`config.mk`:
```
export PLATFORM = sky130hd
export DESIGN_NAME = flux_capture
export DESIGN_NICKNAME = d
export VERILOG_FILES = /design/src/rtl/flux_pkg.sv /design/src/rtl/flux_edge_sync.sv /design/src/rtl/flux_tick_gen.sv /design/src/rtl/flux_interval_meter.sv /design/src/rtl/flux_window_timer.sv /design/src/rtl/flux_capture.sv
export SDC_FILE = /design/constraint.sdc
export NUM_CORES = 1
export LEC_CHECK = 0
export ABC_AREA = 0
export BUFFER_PORTS_ARGS = -buffer_cell sky130_fd_sc_hd__buf_2
export CORE_ASPECT_RATIO = 0.7
export CORE_MARGIN = 10
export CORE_UTILIZATION = 60
export CTS_CLUSTER_DIAMETER = 30
export DETAILED_ROUTE_END_ITERATION = 6
export GPL_TIMING_DRIVEN = 0
export PLACE_DENSITY = 0.8
export SLEW_MARGIN = 0
export SYNTH_ARGS = -nofsm -noshare
export SYNTH_HDL_FRONTEND = slang
export SYNTH_HIERARCHICAL = 1
export SYNTH_SLANG_ARGS = --single-unit
```
`constraint.sdc`:
```
create_clock -name clk -period 5.16 [get_ports clk]
set_input_delay 0 -clock clk [delete_from_list [all_inputs] [get_ports clk]]
set_output_delay 0 -clock clk [all_outputs]
set_load 0.05 [all_outputs]
```
`src/rtl/flux_pkg.sv`:
```
package flux_pkg;

    typedef enum logic [1:0] {
        ST_IDLE    = 2'd0,
        ST_ARM     = 2'd1,
        ST_CAPTURE = 2'd2,
        ST_FINISH  = 2'd3
    } cap_state_t;

endpackage

```
`src/rtl/flux_edge_sync.sv`:
```
module flux_edge_sync #(
    parameter int STAGES = 2
) (
    input  logic clk,
    input  logic rst_n,
    input  logic din,
    output logic fall
);
    logic [STAGES-1:0] chain_q;
    logic              last_q;

    generate
        if (STAGES == 1) begin : g_one
            always_ff @(posedge clk) begin
                if (!rst_n) chain_q <= '1;
                else        chain_q <= din;
            end
        end else begin : g_many
            always_ff @(posedge clk) begin
                if (!rst_n) chain_q <= '1;
                else        chain_q <= {chain_q[STAGES-2:0], din};
            end
        end
    endgenerate

    always_ff @(posedge clk) begin
        if (!rst_n) last_q <= 1'b1;
        else        last_q <= chain_q[STAGES-1];
    end

    assign fall = last_q & ~chain_q[STAGES-1];

    // A detected fall is a single-cycle event (supports R4)
    assert_fall_single_R4: assert property (@(posedge clk) disable iff (!rst_n)
        fall |=> !fall);
endmodule

```
`src/rtl/flux_tick_gen.sv`:
```
module flux_tick_gen #(
    parameter int DIV = 2
) (
    input  logic clk,
    input  logic rst_n,
    output logic tick
);
    generate
        if (DIV <= 1) begin : g_every
            assign tick = 1'b1;
        end else begin : g_div
            localparam int CW = $clog2(DIV);
            logic [CW-1:0] cnt_q;
            always_ff @(posedge clk) begin
                if (!rst_n)                          cnt_q <= '0;
                else if (cnt_q == CW'(DIV - 1))      cnt_q <= '0;
                else                                 cnt_q <= cnt_q + CW'(1);
            end
            assign tick = (cnt_q == CW'(DIV - 1));

            // Ticks never come back to back when dividing (R1 resolution)
            assert_tick_spacing_R1: assert property (@(posedge clk) disable iff (!rst_n)
                tick |=> !tick);
        end
    endgenerate
endmodule

```
`src/rtl/flux_interval_meter.sv`:
```
module flux_interval_meter #(
    parameter int WIDTH      = 8,
    parameter int LOCK_TICKS = 25
) (
    input  logic             clk,
    input  logic             rst_n,
    input  logic             clear,
    input  logic             enable,
    input  logic             tick,
    input  logic             fall,
    output logic             accept,
    output logic [WIDTH-1:0] interval
);
    localparam int LW = $clog2(LOCK_TICKS + 1);
    localparam logic [WIDTH-1:0] TOP = '1;

    logic [WIDTH-1:0] cnt_q;
    logic [LW-1:0]    lock_q;

    assign accept   = enable && fall && (lock_q == '0);
    assign interval = cnt_q;

    always_ff @(posedge clk) begin
        if (!rst_n || clear) begin
            cnt_q  <= '0;
            lock_q <= '0;
        end else if (accept) begin
            // the accept cycle itself is the first cycle of the new interval
            cnt_q  <= tick ? WIDTH'(1) : '0;
            lock_q <= LW'(LOCK_TICKS) - LW'(tick);
        end else if (tick) begin
            cnt_q  <= (cnt_q == TOP) ? TOP : cnt_q + WIDTH'(1);
            if (lock_q != '0) lock_q <= lock_q - LW'(1);
        end
    end

    assert_lockout_R4: assert property (@(posedge clk) disable iff (!rst_n)
        accept |=> !accept);

    assert_saturate_R2: assert property (@(posedge clk) disable iff (!rst_n)
        (!clear && !accept && cnt_q == TOP) |=> (cnt_q == TOP));
endmodule

```
`src/rtl/flux_window_timer.sv`:
```
module flux_window_timer #(
    parameter int WINDOW_TICKS = 5625000
) (
    input  logic clk,
    input  logic rst_n,
    input  logic load,
    input  logic run,
    input  logic tick,
    output logic expire
);
    localparam int CW = $clog2(WINDOW_TICKS + 1);

    logic [CW-1:0] cnt_q;

    always_ff @(posedge clk) begin
        if (!rst_n)           cnt_q <= '0;
        else if (load)        cnt_q <= tick ? CW'(1) : '0;
        else if (run && tick) cnt_q <= cnt_q + CW'(1);
    end

    assign expire = run && tick && (cnt_q == CW'(WINDOW_TICKS - 1));

    assert_window_bound_R6: assert property (@(posedge clk) disable iff (!rst_n)
        run |-> (cnt_q < CW'(WINDOW_TICKS)));
endmodule

```
`src/rtl/flux_capture.sv`:
```
module flux_capture
    import flux_pkg::*;
#(
    parameter int CLK_DIV      = 2,
    parameter int LOCK_TICKS   = 25,
    parameter int WINDOW_TICKS = 5625000,
    parameter int DATA_W       = 8,
    parameter int SYNC_STAGES  = 2
) (
    input  logic              clk,
    input  logic              rst_n,
    input  logic              start,
    input  logic              rd_n,
    input  logic              fifo_full,
    output logic              fifo_wr,
    output logic [DATA_W-1:0] fifo_data,
    output logic              busy,
    output logic              done,
    output logic              overflow
);
    cap_state_t        state_q, state_d;
    logic              tick, fall, accept, expire;
    logic [DATA_W-1:0] interval;
    logic              meter_clear, meter_en, win_load, win_run, wr_due;

    flux_edge_sync #(.STAGES(SYNC_STAGES)) u_sync (
        .clk(clk), .rst_n(rst_n), .din(rd_n), .fall(fall));

    flux_tick_gen #(.DIV(CLK_DIV)) u_tick (
        .clk(clk), .rst_n(rst_n), .tick(tick));

    flux_interval_meter #(.WIDTH(DATA_W), .LOCK_TICKS(LOCK_TICKS)) u_meter (
        .clk(clk), .rst_n(rst_n), .clear(meter_clear), .enable(meter_en),
        .tick(tick), .fall(fall), .accept(accept), .interval(interval));

    flux_window_timer #(.WINDOW_TICKS(WINDOW_TICKS)) u_window (
        .clk(clk), .rst_n(rst_n), .load(win_load), .run(win_run),
        .tick(tick), .expire(expire));

    // state register
    always_ff @(posedge clk) begin
        if (!rst_n) state_q <= ST_IDLE;
        else        state_q <= state_d;
    end

    // next state
    always_comb begin
        state_d = state_q;
        unique case (state_q)
            ST_IDLE:    if (start)  state_d = ST_ARM;
            ST_ARM:     if (accept) state_d = ST_CAPTURE;
            ST_CAPTURE: if (expire) state_d = ST_FINISH;
            ST_FINISH:              state_d = ST_IDLE;
        endcase
    end

    // state-decoded controls
    always_comb begin
        busy        = 1'b0;
        done        = 1'b0;
        meter_clear = 1'b0;
        meter_en    = 1'b0;
        win_load    = 1'b0;
        win_run     = 1'b0;
        wr_due      = 1'b0;
        unique case (state_q)
            ST_IDLE: meter_clear = 1'b1;
            ST_ARM: begin
                busy     = 1'b1;
                meter_en = 1'b1;
                win_load = accept;
            end
            ST_CAPTURE: begin
                busy     = 1'b1;
                meter_en = 1'b1;
                win_run  = 1'b1;
                wr_due   = accept;
            end
            ST_FINISH: done = 1'b1;
        endcase
    end

    // FIFO write port and overflow flag
    always_ff @(posedge clk) begin
        if (!rst_n) begin
            fifo_wr   <= 1'b0;
            fifo_data <= '0;
            overflow  <= 1'b0;
        end else begin
            fifo_wr <= wr_due && !fifo_full;
            if (wr_due && !fifo_full) fifo_data <= interval;
            if (state_q == ST_IDLE && start)  overflow <= 1'b0;
            else if (wr_due && fifo_full)     overflow <= 1'b1;
        end
    end

    assert_no_write_full_R8: assert property (@(posedge clk) disable iff (!rst_n)
        fifo_wr |-> !$past(fifo_full));

    assert_overflow_set_R8: assert property (@(posedge clk) disable iff (!rst_n)
        (wr_due && fifo_full) |=> overflow);

    assert_overflow_hold_R9: assert property (@(posedge clk) disable iff (!rst_n)
        (overflow && !(state_q == ST_IDLE && start)) |=> overflow);

    assert_done_pulse_R7: assert property (@(posedge clk) disable iff (!rst_n)
        done |=> (!done && !busy));

    assert_idle_quiet_R5: assert property (@(posedge clk) disable iff (!rst_n)
        (state_q == ST_IDLE) |-> !fifo_wr);

    assert_busy_start_R10: assert property (@(posedge clk) disable iff (!rst_n)
        (busy && start) |=> (busy || done));

    assert_first_edge_R3: assert property (@(posedge clk) disable iff (!rst_n)
        (state_q == ST_ARM) |=> !fifo_wr);
endmodule

```
==> flow_summary.yaml, run 1 <==
status:
  status: "finished, final reports clean"
detailed_routing:
  num_vias: 2092
  routed_via_density: 5.94
  ant_nets: 0
  drc: 0
  wl_per_cell_um: 14.5
  first_pass_iters: 5
  routed_wl_mm: 5.11
  first_iter_violations: 182
sta:
  rsz0062_at_grt: "no"
  drv_slew: 0
  period_share_pct: 49.1
  setup_viol: 0
  hold_viol: 0
  finalSetupTns_ns: 0
  fmax_ghz: 0.395
  slew_headroom_pct: 57.3
  clock_skew_ns: 0.00464
  worst_pin_slew_ns: 0.632
  period_needed_ns: 2.53
clocking:
  cts.path.max_buffers: 2
  cts_inserted_buffers: 5
  clk_latency_ns: 0.30
  clkTransAtPathRegs_ns: 0.08
  clockRootBuffer: "clkbuf_8"
  cts_tree: "done"
  post_cts_resized: 0
  cts_setup_buffers: 0
  cts_max_level: 2
  clock_sinks: 52
floorplanning:
  pin_count: 17
  start_util_pct: 62.6
  core_um2: 3920
  rows: 19
  dieArea_um2: 7090
  dieWidth_um: 96.5
  die_h_um: 73.5
worst_setup_path:
  slowest_stage: "nor4b_1"
  reg2regPathDepth: 9
  cp_top_family: "simple AND/OR/NAND/NOR gates"
  crit_type: "register to register"
  ff2ff_setup_slack_ns: 2.63
  path_cells: "inv_1 > ha_1 > nor4b_1 > nand3_1 > inv_1 > and2_2 > nand2b_1 > clkbuf_1 > nor2_1"
  worstSetupStartpointType: "register"
  critPathMaxFanout: 10
  cpMostUsedCell: "inv_1"
  critPathBufInv: 3
  cp-end-kind: "register"
  cp_slowest_stage_delay_ns: 0.55
  rr_endpoint: "u_window/cnt_q[4]$_SDFFE_PN0P_"
  cp.required_ns: 5.34
  crit_arrival_ns: 2.71
  r2r-start: "u_meter/lock_q[0]$_SDFFE_PP0P_"
min_path:
  hold_depth: 3
  hp-class: "primary input to register"
  holdCritStartpoint: "fifo_full"
  min_to: "overflow$_SDFFE_PP0P_"
final_layout:
  drive_above_1_share_pct: 12.0
  layout.nets: 311
  diodes: 0
  fillers: 314
  syn2layout_area_growth_pct: 11.2
  final_cell_area_um2: 2730
placement:
  gp_congestion: 0.830
  dpl.hpwl_mm: 3.65
  portBuffers: 16
  place_area_um2: 2600
synth:
  syn_area_per_cell_um2: 9.03
  synth_edf_count: 0
  seq_area_frac_synth_pct: 42.4
  ys.flop_type: "dfxtp_1"
  synthCells: 272
  ys_seq_elements: 52
  syn_nets: 284
  synth_area_um2: 2460
  async_flop_share_pct: 0
  yosys_warnings: 6
  synth_cell_type_count: 51
global_routing:
  grt_pass1_vias: 1865
  grt_pass1_wl_mm: 8.61
  grt_usage_pct: 15.0
  overflow: 0
  grt_max_degree: 15
  antenna_found_initial: 0
power:
  cellLeakagePower_nw: 1.08
  ir_drop_mv: 0.241
  power_per_cell_area_nw_per_um2: 299
run:
  maxCapViolations: 0
## worst min-delay path, delay by kind of cell
kind,cells,cell delay [ns]
buffers and inverters,1,0.11
AOI/OAI and AO/OA,2,0.21
## layout make-up
type                            instances  area, um^2  share of cell area (%)
Buffer                                 11        58.8                    2.15
Inverter                               12        45.0                    1.65
Multi-Input combinational cell        197        1310                    48.0
Sequential cell                        52        1040                    38.1
Clock buffer                            8        90.1                    3.30
Timing Repair Buffer                   20         120                    4.40
Tap cell                               52        65.1                    2.38
## Yosys cell counts (all sizes together), types with 2 or more instances
| library cell | count | area, um^2 |
|---|---|---|
| o31ai | 6 | 45.0 |
| nor4 | 2 | 12.5 |
| nand2 | 15 | 58.8 |
| and2 | 2 | 13.8 |
| nand4b | 2 | 17.5 |
| nand2b | 6 | 37.5 |
| a21oi | 17 | 85.1 |
| and4 | 8 | 70.1 |
| ha | 7 | 87.6 |
| inv | 11 | 41.3 |
| buf | 6 | 38.8 |
| nand3 | 11 | 55.1 |
| or3 | 7 | 45.1 |
| nand3b | 2 | 15.0 |
| o21ai | 8 | 43.8 |
| nor2b | 6 | 45.0 |
| and3 | 3 | 18.8 |
| mux2i | 11 | 110 |
| a31oi | 6 | 37.5 |
| clkbuf | 5 | 20.0 |
| nor2 | 26 | 97.6 |
| or4 | 5 | 37.5 |
| nor3 | 2 | 10.0 |
| a21boi | 4 | 30.0 |
| dfxtp | 52 | 1040 |
| xor2 | 11 | 96.3 |
| a211oi | 5 | 37.5 |
| nand4 | 12 | 90.1 |
## state kept, by name (all words and copies together), names as in the netlist
name,cells
fifo_data,8
fifo_wr,1
overflow,1
state_q,2
u_meter/interval,8
u_meter/lock_q,5
u_sync/chain_q,2
u_sync/last_q,1
u_tick/tick,1
u_window/cnt_q,23
## cell usage in the layout (no fill, tap or decap), types with 2 or more instances in the layout
cell type,netlist,routed
buf_2,4,20
inv_1,11,11
dlygate4sd3_1,0,4
o31ai_1,6,6
clkbuf_1,4,6
xor2_1,11,11
nand2_1,14,14
nor2_1,26,26
dfxtp_1,52,52
nand3_1,11,11
nand4b_1,2,2
a21oi_1,17,17
clkbuf_8,0,6
nor4_1,2,2
ha_1,7,7
nor3_1,2,2
and4_1,8,8
nand4_1,11,11
o21ai_0,7,7
mux2i_1,11,11
nor2b_1,5,5
or3_1,6,6
nand2b_1,6,6
a211oi_1,5,5
nand3b_1,2,2
a31oi_1,6,6
and3_1,3,3
or4_1,5,5
a21boi_0,4,4
## power breakdown
| part | switching (mW) | total (mW) | internal (mW) |
|---|---|---|---|
| registers | 0.0142 | 0.428 | 0.414 |
| clock network | 0.123 | 0.232 | 0.109 |
| logic | 0.104 | 0.157 | 0.0525 |
## per-layer routing
layer	vias to the layer above	track usage (%)	wire, um
met4	0	4.34	23
met5	-	0	0
met3	4	5.19	421
met2	61	20.6	2190
li1	1051	-	-
met1	976	21.4	2480
## worst max path at each step
stage	slack, ns	cells past startpoint	startpoint	endpoint
after floorplan	3.07	8	state_q[0]$_SDFFE_PN0P_	u_window/cnt_q[10]$_SDFFE_PN0P_
after global placement	2.69	9	u_meter/lock_q[0]$_SDFFE_PP0P_	u_window/cnt_q[18]$_SDFFE_PN0P_
after detailed placement	2.69	9	u_meter/lock_q[0]$_SDFFE_PP0P_	u_window/cnt_q[4]$_SDFFE_PN0P_
after CTS	2.66	9	u_meter/lock_q[0]$_SDFFE_PP0P_	u_window/cnt_q[10]$_SDFFE_PN0P_
after global routing	2.36	9	u_meter/lock_q[0]$_SDFFE_PP0P_	u_window/cnt_q[18]$_SDFFE_PN0P_
final	2.63	9	u_meter/lock_q[0]$_SDFFE_PP0P_	u_window/cnt_q[4]$_SDFFE_PN0P_
## metrics by stage
step	hold slack (ns)	setup slack (ns)	std cells	utilization, %	total power, mW
detailed placement	0.195	2.69	340	66.3	0.590
floorplan	0.0730	3.07	272	-	0.557
finish	0.0704	2.63	352	69.6	0.817
global route	0.101	2.36	352	69.6	0.859
CTS	0.0557	2.66	352	69.6	0.824
global placement	0.183	2.69	340	66.3	0.588
## cell families (layout without fill, tap and decap cells)
logic type               count (synthesis)  in the layout  synth area share, %
adder cells (fa/ha/maj)                  7              7                 3.57
AND/OR/NAND/NOR                        116            116                 27.9
buffers and inverters                   23             51                 4.23
flip-flops                              52             52                 42.4
XOR/XNOR                                11             11                 3.92
multiplexers                            11             11                 4.48
AO/OA/AOI/OAI                           52             52                 13.5
## timing repair
action,in CTS,in global routing
endpoints found under the hold margin,4,0
endpoints found under the setup margin,0,0
hold buffers,4,0
Power figures use the tool's default switching activity.
==> inputs of run 2 (changes only) <==
- CORE_UTILIZATION: 60 -> 59
- PLACE_DENSITY: 0.8 -> 0.79
- clock period: 5.16 -> 2.5 ns (I/O delays scaled with it)
==> run 2 against run 1 <==
  * Global-route usage decreased by 0.14 points
  * Cell area grew 0.92%
  * Routed wire length increased by 5.5%
  * Cell count fell by 0.28%
  * Critical endpoint is now u_window/cnt_q[21]$_SDFFE_PN0P_
  * Non-clock buffer count stayed put
  * Clock skew down 0.0015 ns
  * Die area grew 1.3%
  * Sequential power grew 110%
  * Critical path type unchanged
  * Sequential cell count is the same
  * Sequential share of layout area is 0.35 points lower
  * Combinational power increased by 120%
  * First-iteration DRC count rose by 17%
==> flow_summary.yaml, run 2 (same netlist as run 1, synthesis figures left out) <==
status:
  status: "finished, final reports clean"
sta:
  slew_headroom_pct: 61.5
  period_needed_ns: 2.31
  fmax_ghz: 0.433
  period_share_pct: 92.4
  setup_viol: 0
  rsz0062_at_grt: "yes"
  clock_skew_ns: 0.00319
  hold_viol: 0
  worst_pin_slew_ns: 0.577
  finalSetupTns_ns: 0
  drv_slew: 0
  whs_ns: 0.0769
power:
  p_int_mw: 1.22
  power_switching_share_pct: 30.1
  ir_drop_mv: 0.541
  cellLeakagePower_nw: 1.09
  p_sw_mw: 0.525
  finalPower_mw: 1.75
  p_comb_share_pct: 19.8
  power_per_cell_area_nw_per_um2: 633
  power_frac_clock_pct: 29.3
  sequentialPowerShare_pct: 50.8
clocking:
  cts.path.max_buffers: 2
  cts_inserted_buffers: 5
  clk_latency_ns: 0.30
  cts_tree: "done"
  clock_sinks: 52
  clockRootBuffer: "clkbuf_8"
  cts_setup_buffers: 0
  clkTransAtPathRegs_ns: 0.09
  cts_max_level: 2
final_layout:
  syn2layout_area_growth_pct: 12.2
  largest_reg_flops: 23
  diodes: 0
  drive_above_1_share_pct: 13.0
  mostFrequentLayoutCells: "dfxtp_1 (52), nor2_1 (26), buf_2 (20), a21oi_1 (17), nand2_1 (14)"
  layout_commonest_cell: "dfxtp_1"
  fin_cells: 351
  fin_util_pct: 69.4
  regMostFlops: "u_window/cnt_q"
  layout.nets: 311
worst_setup_path:
  critPathMaxFanout: 10
  reg2regPathDepth: 9
  cp.required_ns: 2.68
  r2r-start: "u_meter/lock_q[0]$_SDFFE_PP0P_"
  worstSetupStartpointType: "register"
  ff2ff_setup_slack_ns: 0.19
  crit_end: "u_window/cnt_q[21]$_SDFFE_PN0P_"
  crit_arrival_ns: 2.49
  crit_type: "register to register"
  cp-end-kind: "register"
  crit_start: "u_meter/lock_q[0]$_SDFFE_PP0P_"
  rr_endpoint: "u_window/cnt_q[21]$_SDFFE_PN0P_"
global_routing:
  use_met2_pct: 21.4
  grt_util_met3_pct: 3.89
  grt_pass1_wl_mm: 8.96
  grt_max_degree: 15
  antenna_found_initial: 0
  overflow: 0
  gr-usage-met1_pct: 21.1
  grt_pass1_vias: 1876
  grt_usage_pct: 14.9
  grt_busiest_layer: "met2"
floorplanning:
  pin_count: 17
  core_um2: 3970
  die_h_um: 74.0
  dieArea_um2: 7180
  start_util_pct: 61.9
  rows: 19
  dieWidth_um: 97.1
placement:
  portBuffers: 16
  dpl.hpwl_mm: 3.73
  gp_congestion: 0.825
  dp_cells: 340
detailed_routing:
  num_vias: 2123
  first_pass_iters: 4
  wl_per_cell_um: 15.4
  routed_wl_mm: 5.39
  drc: 0
  first_iter_violations: 213
  routed_via_density: 6.05
  ant_nets: 0
min_path:
  hp-class: "primary input to register"
run:
  maxCapViolations: 0
==> run 2: worst max-delay path, cell delays in order (launching register included) <==
cell,delay [ns]
dfxtp_1,0.36
inv_1,0.07
ha_1,0.20
nor4b_2,0.35
nand3_1,0.19
inv_1,0.15
and2_2,0.18
nand2b_1,0.22
clkbuf_1,0.39
a21oi_1,0.08
==> run 2: worst min path at each step <==
stage / endpoint / depth (start not counted) / startpoint
after global routing: overflow$_SDFFE_PP0P_ / 3 / fifo_full
final: overflow$_SDFFE_PP0P_ / 3 / fifo_full
after global placement: u_sync/chain_q[0]$_SDFF_PN1_ / 2 / rd_n
after CTS: overflow$_SDFFE_PP0P_ / 3 / fifo_full
after floorplan: u_sync/last_q$_SDFF_PN1_ / 1 / rst_n
after detailed placement: u_sync/chain_q[0]$_SDFF_PN1_ / 2 / rd_n
==> run 2: final cells by class <==
class | count | area [um^2]
multi-input cells | 197 | 1330
fillers | 329 | 1210
flip-flops and latches | 52 | 1040
repair buffers | 20 | 120
clock buffers | 7 | 96.3
well taps | 52 | 65.1
plain buffers | 11 | 58.8
inverters | 12 | 45.0
==> run 2: per-stage QoR <==
| step | cell area [um^2] | setup slack, ns |
|---|---|---|
| floorplan | 2460 | 0.410 |
| global placement | 2600 | 0.0246 |
| detailed placement | 2600 | 0.0187 |
| CTS | 2740 | 0.0690 |
| global route | 2760 | -0.00763 |
| finish | 2760 | 0.190 |
==> run 2: per-layer routing <==
layer  part of all wire (%)  wire (um)
met3                    6.3        338
met1                     51       2730
met4                    1.1         62
met5                      0          0
met2                     42       2260
==> run 2: power by group through the flow <==
stage	Sequential (mW)	Combinational (mW)	Clock (mW)
5_1_grt	0.893	0.380	0.556
2_1_floorplan	0.895	0.254	0
4_1_cts	0.883	0.332	0.527
3_5_place_dp	0.902	0.323	0
6_report	0.887	0.346	0.512
3_3_place_gp	0.901	0.312	0
==> run 2: timing repair <==
action	in CTS	in global routing
pin swaps	0	1
endpoints found under the setup margin	13	12
hold endpoints to repair	4	0
hold buffers	4	0
resized for setup	1	3
==> inputs of run 3 (changes only) <==
- BUFFER_PORTS_ARGS: -buffer_cell sky130_fd_sc_hd__buf_2 -> unset
- CORE_UTILIZATION: 59 -> 60
- DONT_BUFFER_PORTS: unset -> 1
- PLACE_DENSITY: 0.79 -> 0.77
==> run 3 against run 2 <==
  * Utilization decreased by 1.0 points
  * Routed wire length fell by 5.5%
  * First-iteration DRC count is 23% lower
  * Largest cell class unchanged
==> flow_summary.yaml, run 3 (same netlist as run 1, synthesis figures left out) <==
sta:
  finalSetupTns_ns: 0
  hold_viol: 0
  clock_skew_ns: 0.00758
  period_needed_ns: 2.35
  setup_viol: 0
  worst_pin_slew_ns: 0.554
  slew_headroom_pct: 63.0
  whs_ns: 0.0140
  fmax_ghz: 0.425
  period_share_pct: 94.0
  drv_slew: 0
final_layout:
  layout.nets: 295
  largest_reg_flops: 23
  syn2layout_area_growth_pct: 9.22
  diodes: 0
  drive_above_1_share_pct: 9.15
  mostFrequentLayoutCells: "dfxtp_1 (52), nor2_1 (26), a21oi_1 (17), nand2_1 (14)"
  fin_cells: 336
  layout_commonest_cell: "dfxtp_1"
  regMostFlops: "u_window/cnt_q"
  fillers: 332
clocking:
  cts_max_level: 2
  cts_setup_buffers: 0
  clockRootBuffer: "clkbuf_8"
  cts_inserted_buffers: 5
  clock_sinks: 52
  clk_latency_ns: 0.30
  cts_tree: "done"
  clkTransAtPathRegs_ns: 0.10
  cts.path.max_buffers: 2
floorplanning:
  dieWidth_um: 96.5
  start_util_pct: 62.6
  die_h_um: 73.5
  core_um2: 3920
  dieArea_um2: 7090
  rows: 19
  pin_count: 17
status:
  status: "finished, final reports clean"
worst_setup_path:
  rr_endpoint: "state_q[1]$_SDFFE_PN0P_"
  crit_type: "register to register"
  cp_slowest_stage_delay_ns: 0.50
  cp-end-kind: "register"
  ff2ff_setup_slack_ns: 0.15
  critPathMaxFanout: 11
  worstSetupStartpointType: "register"
  cpMostUsedCell: "inv_1"
  r2r-start: "state_q[0]$_SDFFE_PN0P_"
  crit_arrival_ns: 2.58
  slowest_stage: "a222oi_1"
  crit_cells: 9
  crit_start: "state_q[0]$_SDFFE_PN0P_"
  cp_top_family: "compound AO/OA/AOI/OAI gates"
  reg2regPathDepth: 9
  path_cells: "inv_1 > ha_2 > and4_1 > buf_2 > nand3_1 > nor2_1 > inv_1 > a222oi_1 > mux2i_1"
  crit_end: "state_q[1]$_SDFFE_PN0P_"
  cp.required_ns: 2.73
  critPathBufInv: 3
placement:
  portBuffers: 0
  dpl.hpwl_mm: 3.57
  gp_congestion: 0.855
  dp_cells: 324
detailed_routing:
  num_vias: 1989
  first_iter_violations: 163
  first_pass_iters: 5
  drc: 0
  wl_per_cell_um: 15.2
  routed_wl_mm: 5.10
  ant_nets: 0
  routed_via_density: 5.92
global_routing:
  grt_pass1_wl_mm: 8.45
  grt_usage_pct: 14.8
  grt_max_degree: 16
  antenna_found_initial: 0
  grt_pass1_vias: 1757
  overflow: 0
power:
  finalPower_mw: 1.78
  cellLeakagePower_nw: 1.02
  ir_drop_mv: 0.593
  power_per_cell_area_nw_per_um2: 665
run:
  maxCapViolations: 0
min_path:
  hp-class: "primary input to register"
==> run 3: cell count changes in the layout (fill, tap and decap cells not counted), sizes merged <==
cell and delta:
clkinv +1, bufinv +1, buf -17
==> run 3: layer usage <==
layer,global-route usage [%],vias to the layer above,wire length [um]
met5,0,-,0
met4,2.09,0,24
met3,5.29,4,369
met2,20.3,45,2120
met1,21.8,920,2590
li1,-,1020,-
==> run 3: how the worst min path moves through the flow <==
| stage | from | to | slack, ns | cells after the start |
|---|---|---|---|---|
| after floorplan | rst_n | u_sync/last_q$_SDFF_PN1_ | 0.07 | 1 |
| after global placement | rst_n | u_sync/chain_q[1]$_SDFF_PN1_ | 0.08 | 1 |
| after detailed placement | rst_n | u_sync/chain_q[0]$_SDFF_PN1_ | 0.08 | 1 |
| after CTS | start | state_q[0]$_SDFFE_PN0P_ | 0.002 | 3 |
| after global routing | start | state_q[0]$_SDFFE_PN0P_ | 0.03 | 3 |
| final | start | state_q[0]$_SDFFE_PN0P_ | 0.01 | 3 |
==> run 3: where the power goes <==
group,leakage [nW],switching [mW],internal (mW)
clock network,0.0552,0.273,0.298
registers,0.420,0.0318,0.854
logic,0.545,0.214,0.112
total,1.02,0.519,1.26
==> run 3: timing repair <==
| action | CTS | global route |
|---|---|---|
| gates resized for setup | 2 | 5 |
| cloned | 0 | 0 |
| hold buffers | 4 | 0 |
| setup endpoints to repair | 20 | 22 |
| pin swaps | 0 | 1 |
| endpoints found under the hold margin | 23 | 0 |
==> run 3: cell type report <==
class	instances	area [um^2]	share of cell area, %
clock buffers	6	72.6	2.71
inverters	12	45.0	1.68
clock inverters	2	35.0	1.31
plain buffers	11	61.3	2.29
flip-flops and latches	52	1040	38.8
multi-input cells	197	1320	49.3
well taps	52	65.1	2.43
repair buffers	4	40.0	1.49
==> run 3: metrics by stage <==
stage / util [%] / instance area (um^2) / setup WS [ns]
finish: 68.4 / 2680 / 0.150
global placement: 64.3 / 2520 / -0.0520
global route: 68.4 / 2680 / -0.00619
floorplan: - / 2460 / 0.410
CTS: 68.3 / 2680 / 0.0905
detailed placement: 64.3 / 2520 / -0.0387
==> run 3: worst register-to-register path, stage by stage (launching register included) <==
cell and delay (ns):
dfxtp_1 0.36, inv_1 0.11, ha_2 0.30, and4_1 0.22, buf_2 0.23, nand3_1 0.10
nor2_1 0.14, inv_1 0.06, a222oi_1 0.50, mux2i_1 0.26
